$ cat src/rtl/nvk_pkg.sv
package nvk_pkg;
  typedef enum logic [2:0] {
    ST_SETTLE,
    ST_READ,
    ST_IDLE,
    ST_WRITE,
    ST_BUSY
  } nvk_state_e;
endpackage

$ cat src/rtl/nvk_sync.sv
// Multi-stage synchronizer; also used as a reset release synchronizer.
module nvk_sync #(
  parameter int   STAGES    = 2,
  parameter logic RESET_VAL = 1'b1
) (
  input  logic clk,
  input  logic rst_n,
  input  logic d,
  output logic q
);
  logic [STAGES-1:0] sh_q;
  logic [STAGES-1:0] sh_d;

  always_comb begin
    sh_d = {sh_q[STAGES-2:0], d};
  end

  always_ff @(posedge clk or negedge rst_n) begin
    if (!rst_n) sh_q <= {STAGES{RESET_VAL}};
    else        sh_q <= sh_d;
  end

  assign q = sh_q[STAGES-1];
endmodule

$ cat src/rtl/nvk_debounce.sv
// Level filter: the output follows the input once it has differed for
// DB_CYCLES consecutive cycles. press pulses for one cycle on a 1->0 change.
module nvk_debounce #(
  parameter int DB_CYCLES = 8
) (
  input  logic clk,
  input  logic rst_n,
  input  logic raw,
  output logic level,
  output logic press
);
  localparam int CNT_W = $clog2(DB_CYCLES + 1);

  logic [CNT_W-1:0] cnt_q, cnt_d;
  logic             lvl_q, lvl_d;
  logic             press_q, press_d;

  always_comb begin
    cnt_d = cnt_q;
    lvl_d = lvl_q;
    if (raw == lvl_q) begin
      cnt_d = '0;
    end else if (cnt_q == CNT_W'(DB_CYCLES - 1)) begin
      lvl_d = raw;
      cnt_d = '0;
    end else begin
      cnt_d = cnt_q + 1'b1;
    end
    press_d = lvl_q & ~lvl_d;
  end

  always_ff @(posedge clk or negedge rst_n) begin
    if (!rst_n) begin
      cnt_q   <= '0;
      lvl_q   <= 1'b1;
      press_q <= 1'b0;
    end else begin
      cnt_q   <= cnt_d;
      lvl_q   <= lvl_d;
      press_q <= press_d;
    end
  end

  assign level = lvl_q;
  assign press = press_q;
endmodule

$ cat src/rtl/nvk_seq.sv
// Recall / store sequencer.
module nvk_seq
  import nvk_pkg::*;
#(
  parameter int POS_W         = 8,
  parameter int SETTLE_CYCLES = 4
) (
  input  logic             clk,
  input  logic             rst_n,
  input  logic             pin_lvl,
  input  logic             pin_db,
  input  logic             press,
  input  logic             pwr_fail,
  input  logic [POS_W-1:0] pos_in,
  input  logic             wr_busy,
  input  logic             rd_valid,
  input  logic [POS_W-1:0] rd_data,
  output logic             rd_req,
  output logic             wr_req,
  output logic [POS_W-1:0] wr_data,
  output logic             load_valid,
  output logic [POS_W-1:0] load_value,
  output logic             step_enable,
  output logic             mode_auto
);
  localparam int SET_W = $clog2(SETTLE_CYCLES + 1);

  nvk_state_e       state_q, state_d;
  logic [SET_W-1:0] set_cnt_q, set_cnt_d;
  logic             pwr_prev_q;
  logic [POS_W-1:0] wr_data_q, wr_data_d;
  logic             load_valid_q, load_valid_d;
  logic [POS_W-1:0] load_value_q, load_value_d;
  logic             mode_auto_q, mode_auto_d;
  logic             pwr_rise, auto_trig, man_trig;

  assign pwr_rise  = pwr_fail & ~pwr_prev_q;
  assign auto_trig = mode_auto_q & pwr_rise & ~pin_lvl;
  assign man_trig  = ~mode_auto_q & press;

  always_comb begin
    state_d      = state_q;
    set_cnt_d    = set_cnt_q;
    wr_data_d    = wr_data_q;
    load_valid_d = 1'b0;
    load_value_d = load_value_q;
    mode_auto_d  = mode_auto_q;
    case (state_q)
      ST_SETTLE: begin
        if (set_cnt_q == SET_W'(SETTLE_CYCLES - 1)) state_d = ST_READ;
        else set_cnt_d = set_cnt_q + 1'b1;
      end
      ST_READ: begin
        if (rd_valid) begin
          state_d      = ST_IDLE;
          load_valid_d = 1'b1;
          load_value_d = rd_data;
          mode_auto_d  = ~pin_lvl;
        end
      end
      ST_IDLE: begin
        if ((auto_trig | man_trig) && !wr_busy) begin
          state_d   = ST_WRITE;
          wr_data_d = pos_in;
        end
      end
      ST_WRITE: state_d = ST_BUSY;
      ST_BUSY:  if (!wr_busy) state_d = ST_IDLE;
      default:  state_d = ST_SETTLE;
    endcase
  end

  always_ff @(posedge clk or negedge rst_n) begin
    if (!rst_n) begin
      state_q      <= ST_SETTLE;
      set_cnt_q    <= '0;
      pwr_prev_q   <= 1'b0;
      wr_data_q    <= '0;
      load_valid_q <= 1'b0;
      load_value_q <= '0;
      mode_auto_q  <= 1'b0;
    end else begin
      state_q      <= state_d;
      set_cnt_q    <= set_cnt_d;
      pwr_prev_q   <= pwr_fail;
      wr_data_q    <= wr_data_d;
      load_valid_q <= load_valid_d;
      load_value_q <= load_value_d;
      mode_auto_q  <= mode_auto_d;
    end
  end

  assign rd_req      = (state_q == ST_READ);
  assign wr_req      = (state_q == ST_WRITE);
  assign wr_data     = wr_data_q;
  assign load_valid  = load_valid_q;
  assign load_value  = load_value_q;
  assign mode_auto   = mode_auto_q;
  assign step_enable = (state_q == ST_IDLE) && !load_valid_q &&
                       (mode_auto_q || pin_db);
endmodule

$ cat src/rtl/nv_keeper.sv
module nv_keeper #(
  parameter int POS_W         = 8,
  parameter int DB_CYCLES     = 3000000,
  parameter int SYNC_STAGES   = 2,
  parameter int SETTLE_CYCLES = 4
) (
  input  logic             clk,
  input  logic             rst_n,
  input  logic             store_pin_n,
  input  logic             pwr_fail,
  input  logic [POS_W-1:0] pos_in,
  output logic             load_valid,
  output logic [POS_W-1:0] load_value,
  output logic             step_enable,
  output logic             mode_auto,
  output logic             mem_wr_req,
  output logic [POS_W-1:0] mem_wr_data,
  input  logic             mem_wr_busy,
  output logic             mem_rd_req,
  input  logic             mem_rd_valid,
  input  logic [POS_W-1:0] mem_rd_data
);
  logic rst_int_n;
  logic pin_lvl;
  logic pin_db;
  logic press;

  nvk_sync #(.STAGES(2), .RESET_VAL(1'b0)) u_rst_sync (
    .clk(clk), .rst_n(rst_n), .d(1'b1), .q(rst_int_n)
  );

  nvk_sync #(.STAGES(SYNC_STAGES), .RESET_VAL(1'b1)) u_pin_sync (
    .clk(clk), .rst_n(rst_int_n), .d(store_pin_n), .q(pin_lvl)
  );

  nvk_debounce #(.DB_CYCLES(DB_CYCLES)) u_db (
    .clk(clk), .rst_n(rst_int_n), .raw(pin_lvl), .level(pin_db), .press(press)
  );

  nvk_seq #(.POS_W(POS_W), .SETTLE_CYCLES(SETTLE_CYCLES)) u_seq (
    .clk(clk), .rst_n(rst_int_n),
    .pin_lvl(pin_lvl), .pin_db(pin_db), .press(press),
    .pwr_fail(pwr_fail), .pos_in(pos_in),
    .wr_busy(mem_wr_busy), .rd_valid(mem_rd_valid), .rd_data(mem_rd_data),
    .rd_req(mem_rd_req), .wr_req(mem_wr_req), .wr_data(mem_wr_data),
    .load_valid(load_valid), .load_value(load_value),
    .step_enable(step_enable), .mode_auto(mode_auto)
  );
endmodule

$ cat config.mk
export PLATFORM = sky130hd
export DESIGN_NAME = nv_keeper
export DESIGN_NICKNAME = d
export VERILOG_FILES = /design/src/rtl/nvk_pkg.sv /design/src/rtl/nvk_sync.sv /design/src/rtl/nvk_debounce.sv /design/src/rtl/nvk_seq.sv /design/src/rtl/nv_keeper.sv
export SDC_FILE = /design/constraint.sdc
export NUM_CORES = 1
export LEC_CHECK = 0
export ABC_AREA = 1
export CORE_ASPECT_RATIO = 1.4
export CORE_UTILIZATION = 57
export DETAILED_ROUTE_END_ITERATION = 10
export PLACE_DENSITY = 0.87
export SKIP_CTS_REPAIR_TIMING = 1
export SLEW_MARGIN = 10
export SYNTH_ARGS = -nofsm -noshare
export SYNTH_HDL_FRONTEND = slang
export SYNTH_SLANG_ARGS = --single-unit
$ cat constraint.sdc
create_clock -name clk -period 3 [get_ports clk]
set_input_delay 0.3 -clock clk [delete_from_list [all_inputs] [get_ports clk]]
set_output_delay 0.3 -clock clk [all_outputs]
set_load 0.01 [all_outputs]
# Yosys cells after proc, flatten, opt, wreduce, memory -nomap -nowiden
# Cells that the tools add are included.
# Widths: inputs -> output; s select.
[word_totals]
elab_cells = 58
output_inout_bits = 21
ff_bits = 53
inputBits = 22
[op_classes]
reduce_logical = 11
n_eq_ne = 11
bitwise = 11
mux = 11
add_sub_neg = 2
[op_table]
columns = ["op", "n"]
rows = [
  ["$mux 22", 2],
  ["$add 22x1->22 const B", 1],
  ["$eq 22x22->1 const B", 1],
  ["$pmux 3 s5", 1],
  ["$mux 3", 4],
  ["$eq 3x2->1 const B", 3],
  ["$ne 2x1->1 const B", 3],
  ["$reduce_and 2->1", 3],
  ["$and 1x1->1", 5],
  ["$not 1->1", 5],
  ["$mux 1", 4],
  ["$reduce_and 4->1", 1],
  ["$add 3x1->3 const B", 1],
  ["$eq 3x1->1 const B", 1],
  ["$eq 3x3->1 const B", 1],
  ["$logic_and 1x1->1", 3],
  ["$logic_not 3->1", 1],
  ["$logic_not 1->1", 2],
  ["$ne 2x2->1 const B", 1],
  ["$eq 1x1->1", 1],
  ["$logic_or 1x1->1", 1],
  ["$or 1x1->1", 1],
]

# Logic depth before layout (Yosys ltp)
[depth]
ltp_word = 8
mapped_depth = 9
mapped_depth_nobuf = 9

# Cells and area by module
# A second synthesis with hierarchy kept.
[unflattened]
cells_unflattened = 316
hier_area_um2 = 2667.6
[modules_own_cells]
columns = ["module", "area_per_inst_um2", "seq_area_each_um2", "cells_each", "instances"]
rows = [
  ["nvk_debounce", 1441.4, 601.8, 190, 1],
  ["nvk_seq", 1119.8, 625.6, 121, 1],
  ["nvk_sync (u_pin_sync)", 52.6, 52.6, 2, 1],
  ["nvk_sync (u_rst_sync)", 50.0, 50.0, 2, 1],
  ["nv_keeper", 3.8, 0.0, 1, 1],
]

# Worst setup path before layout
# Ideal clock, no wire load.
[synth_timing]
path_type = "register to register"
startpoint = "reg u_db.cnt_q[0]"
endpoint = "reg u_db.cnt_q[10]"
period_less_slack_ns = 1.335
required_time_ns = 2.881
path_slack_ns = 1.665
setup_time_ns = 0.119
n_path_buf = 0
stages_incl_launch_ff = 7
arrival_ns = 1.216
cell_sequence = "dfrtp_1 ha_1 nand3_1 nor2_2 nand3_4 nand2_4 nor2_1"
[synth_between]
elab_chain_len = 3
elab_cells_between_ends = 4
classes_between = "add/sub: 1; eq/ne: 1; mux: 2"
[synth_lines]
columns = ["element", "line_no", "text"]
rows = [
  ["start: declaration", "nvk_debounce.sv:14", "logic [CNT_W-1:0] cnt_q, cnt_d;"],
  ["start signal: assignment", "nvk_debounce.sv:38", "cnt_q <= cnt_d;"],
  ["$add 22x1->22 / $eq 22x22->1 (equally long branches)", "nvk_debounce.sv:27, nvk_debounce.sv:23", ""],
  ["$mux 22 *", "nvk_debounce.sv:23", "end else if (cnt_q == CNT_W'(DB_CYCLES - 1)) begin"],
  ["$mux 22 *", "nvk_debounce.sv:21", "if (raw == lvl_q) begin"],
  ["via u_db.cnt_d[10]", "nvk_debounce.sv:14", ""],
]
# The timed path passes the listed nets; every way through them passes the cells marked *.
# A chain may end at the register's enable or synchronous reset.

# Worst setup path after layout
[layout_timing]
startpoint = "reg u_seq.state_q[0]"
endpoint = "out step_enable"
[layout_between]
elab_chain_len = 3
[layout_lines]
columns = ["element", "line_no", "text"]
rows = [
  ["start: declaration", "nvk_seq.sv:28", "nvk_state_e state_q, state_d;"],
  ["start signal: assignment", "nvk_seq.sv:83", "state_q <= state_d;"],
  ["$eq 3x2->1", "nvk_seq.sv:99", "assign step_enable = (state_q == ST_IDLE) && !load_valid_q &&"],
  ["$logic_and 1x1->1 (2 in series)", "nvk_seq.sv:99", ""],
  ["end: declaration", "nv_keeper.sv:14", "output logic step_enable,"],
]
# Every way passes these cells.

==> impl_metrics.toml <==
[critical_path]
crit_type = "reg -> out"
cp-end-kind = "output port"
crit_path_max_fanout = 4
arrival_ns = 1.87
worstPathRequired_ns = 2.70
startpoint_type = "flip-flop"

[sta]
setup_tns_ns = 0
rsz0062_at_grt = "no"
fin_crit_ns = 2.168
setup_ws_ns = 0.8316
worst_pin_slew_ns = 1.068
fin_hold_ws_ns = 0.1410
fmax_ghz = 0.4612
relSlewSlack = 0.2878
fin_crit_sh = 0.7228
worst_clock_skew_ns = 0.009796
slew_viol_final = 0
final_hold_viol_count = 0
setup_violations = 0

[route]
m1WireLength_mm = 2.071
dr_wl_met2_mm = 2.652
wl_per_cell_um = 12.39
highest_layer = "met4"
viasPerCell = 4.998
ant_nets = 0
drt_iter0_markers = 115
wirelength_mm = 5.128
route.met3.wl_um = 282
drc = 0
vias = 2069
dr.pass1.iters = 4

[yosys]
yosys.cell_types.count = 32
ys.flop_type = "dfrtp_1"
syn_avg_cell_area_um2 = 8.578
synthCells = 306
synth_area_leaders = "dfrtp_1 (48%), nand2_1 (12%), nor2_1 (6.0%)"
synth_seq_cells = 53
synth-seq-area-share = 0.5067
syn_nets = 331
synth_top_cell_by_area = "dfrtp_1"
async_flop_share = 1.000
yosys_warnings = 0
synth_top_area_frac = 0.4766
mappedNetlistArea_mm2 = 0.002625
synth-edff-count = 0

[floorplanning]
rows = 28
die_y_um = 82.30
coreArea_mm2 = 0.004309
die_w_um = 59.36
initial_core_util = 0.6092
die_area_mm2 = 0.004885
io_pins = 43

[grt]
antenna_found_initial = 0
grt_pass1_wl_mm = 8.769
grt-ovfl-total = 0
grt_max_degree = 52
grt.total_usage = 0.2406
grt_pass1_vias = 1998

[finish]
register_area_mm2 = 0.001331
n_fill_cell = 326
drive_gt1_frac = 0.1610
nets = 378
final_common_cell = "nand2_1"
multiInputGateArea_mm2 = 0.001147
area_delta_synth_final_pct = 21.73
layout_common_cells = "nand2_1 (87), dfrtp_1 (49), nor2_1 (42), clkdlybuf4s50_1 (42), inv_1 (31)"
post-route-util = 0.7416
diodes = 0

[clock_tree]
cts.sinks = 53
numCtsBuffers = 5
root_buffer = "clkbuf_8"
clock_tree.buffer_depth = 2
insertion_delay_ns = 0.31
htreeDepth = 2
cts_tree = "built"
clk_pin_slew_ns = 0.10

[placement]
globalplace.congestion = 0.8998
dp_hpwl_mm = 3.802
dp_worst_setup_slack_ns = 1.191
io_buffers = 42

[pwr]
power_uw = 2079
ir_worst_vdd_mv = 0.5992
p_leak_uw = 0.001393
p_per_area_mw_per_mm2 = 650.5

[run_status]
outcome = "finished clean"

[run]
cap_violations = 0

[worst_hold_path]
hp-class = "in -> async"
## per-layer routing
layer,GRT usage,up-vias
li1,-,1038
met1,0.2931,944
met2,0.4034,74
met3,0.05919,13
met4,0.1000,0
met5,0,-
## stage by stage
step	instances	cell area, µm²
5_1_grt	414	3196
4_1_cts	414	3196
3_5_place_dp	406	3105
2_1_floorplan	306	2625
3_3_place_gp	406	3105
6_report	414	3196
## path summary, 6_finish.rpt
check | from | to | cells after the start | slack, ns
max | u_seq.state_q[0]$_DFFE_PN0P_ | step_enable | 6 | 0.83
min | rst_n | u_rst_sync.sh_q[0]$_DFF_PN0_ | 1 | 0.14
max reg2reg | u_db.cnt_q[0]$_DFF_PN0_ | u_db.cnt_q[10]$_DFF_PN0_ | 6 | 1.40
min reg2reg | u_pin_sync.sh_q[0]$_DFF_PN1_ | u_pin_sync.sh_q[1]$_DFF_PN1_ | 0 | 0.36
max in group asynchronous | u_rst_sync.sh_q[1]$_DFF_PN0_ | u_seq.load_value[0]$_DFFE_PN0P_ | 0 | 1.87
min in group clk | u_pin_sync.sh_q[0]$_DFF_PN1_ | u_pin_sync.sh_q[1]$_DFF_PN1_ | 0 | 0.36
## area by class of cell
type	count	share of cell area
clock inverter	3	0.006656
tap	60	0.02349
inverter	35	0.04111
clock buffer	5	0.02153
timing repair buffer	42	0.1316
multi-input combinational	216	0.3590
sequential	53	0.4166
## cell families after synthesis
kind of cell | synth area share
other cells | 0.001429
flops | 0.5067
buf+inv | 0.05624
fa+ha+maj | 0.01430
simple gates | 0.3303
compound gates | 0.05148
xor+xnor | 0.03957
## registers in the layout, summed over array words and instances, names as in the netlist
signal            count
u_db.press            1
u_db.cnt_q           22
u_seq.pwr_prev_q      1
u_seq.load_valid      1
u_seq.mode_auto       1
u_pin_sync.sh_q       2
u_seq.load_value      8
u_rst_sync.sh_q       2
u_seq.state_q         3
u_db.level            1
u_seq.set_cnt_q       3
u_seq.wr_data         8
## report_power, final
part | total [µW] | switching, µW | internal (µW)
combinational | 706 | 345 | 361
clock | 410 | 244 | 166
sequential | 963 | 110 | 852
## cell usage after synthesis (2+ instances only)
master / instances
nor3b_1: 2
o21ai_2: 9
nand2_2: 5
nor2_2: 17
nor2_1: 42
ha_1: 3
inv_2: 2
clkinv_1: 2
dfrtp_1: 50
inv_1: 31
nand3_4: 2
nor2_4: 2
xnor2_1: 2
o21ai_1: 4
nor3_4: 2
xor2_1: 8
nand3_2: 3
nand3_1: 14
a21oi_1: 3
nor3_1: 3
dfstp_2: 3
nand2_1: 87
## critical path: stages (launching register included)
cell	delay [ns]
dfrtp_1	0.38
inv_1	0.17
nand2_2	0.11
nor2_4	0.15
o21ai_0	0.11
nor2_1	0.10
clkdlybuf4s50_1	0.54
No activity file was read; power rests on OpenSTA's default activity.
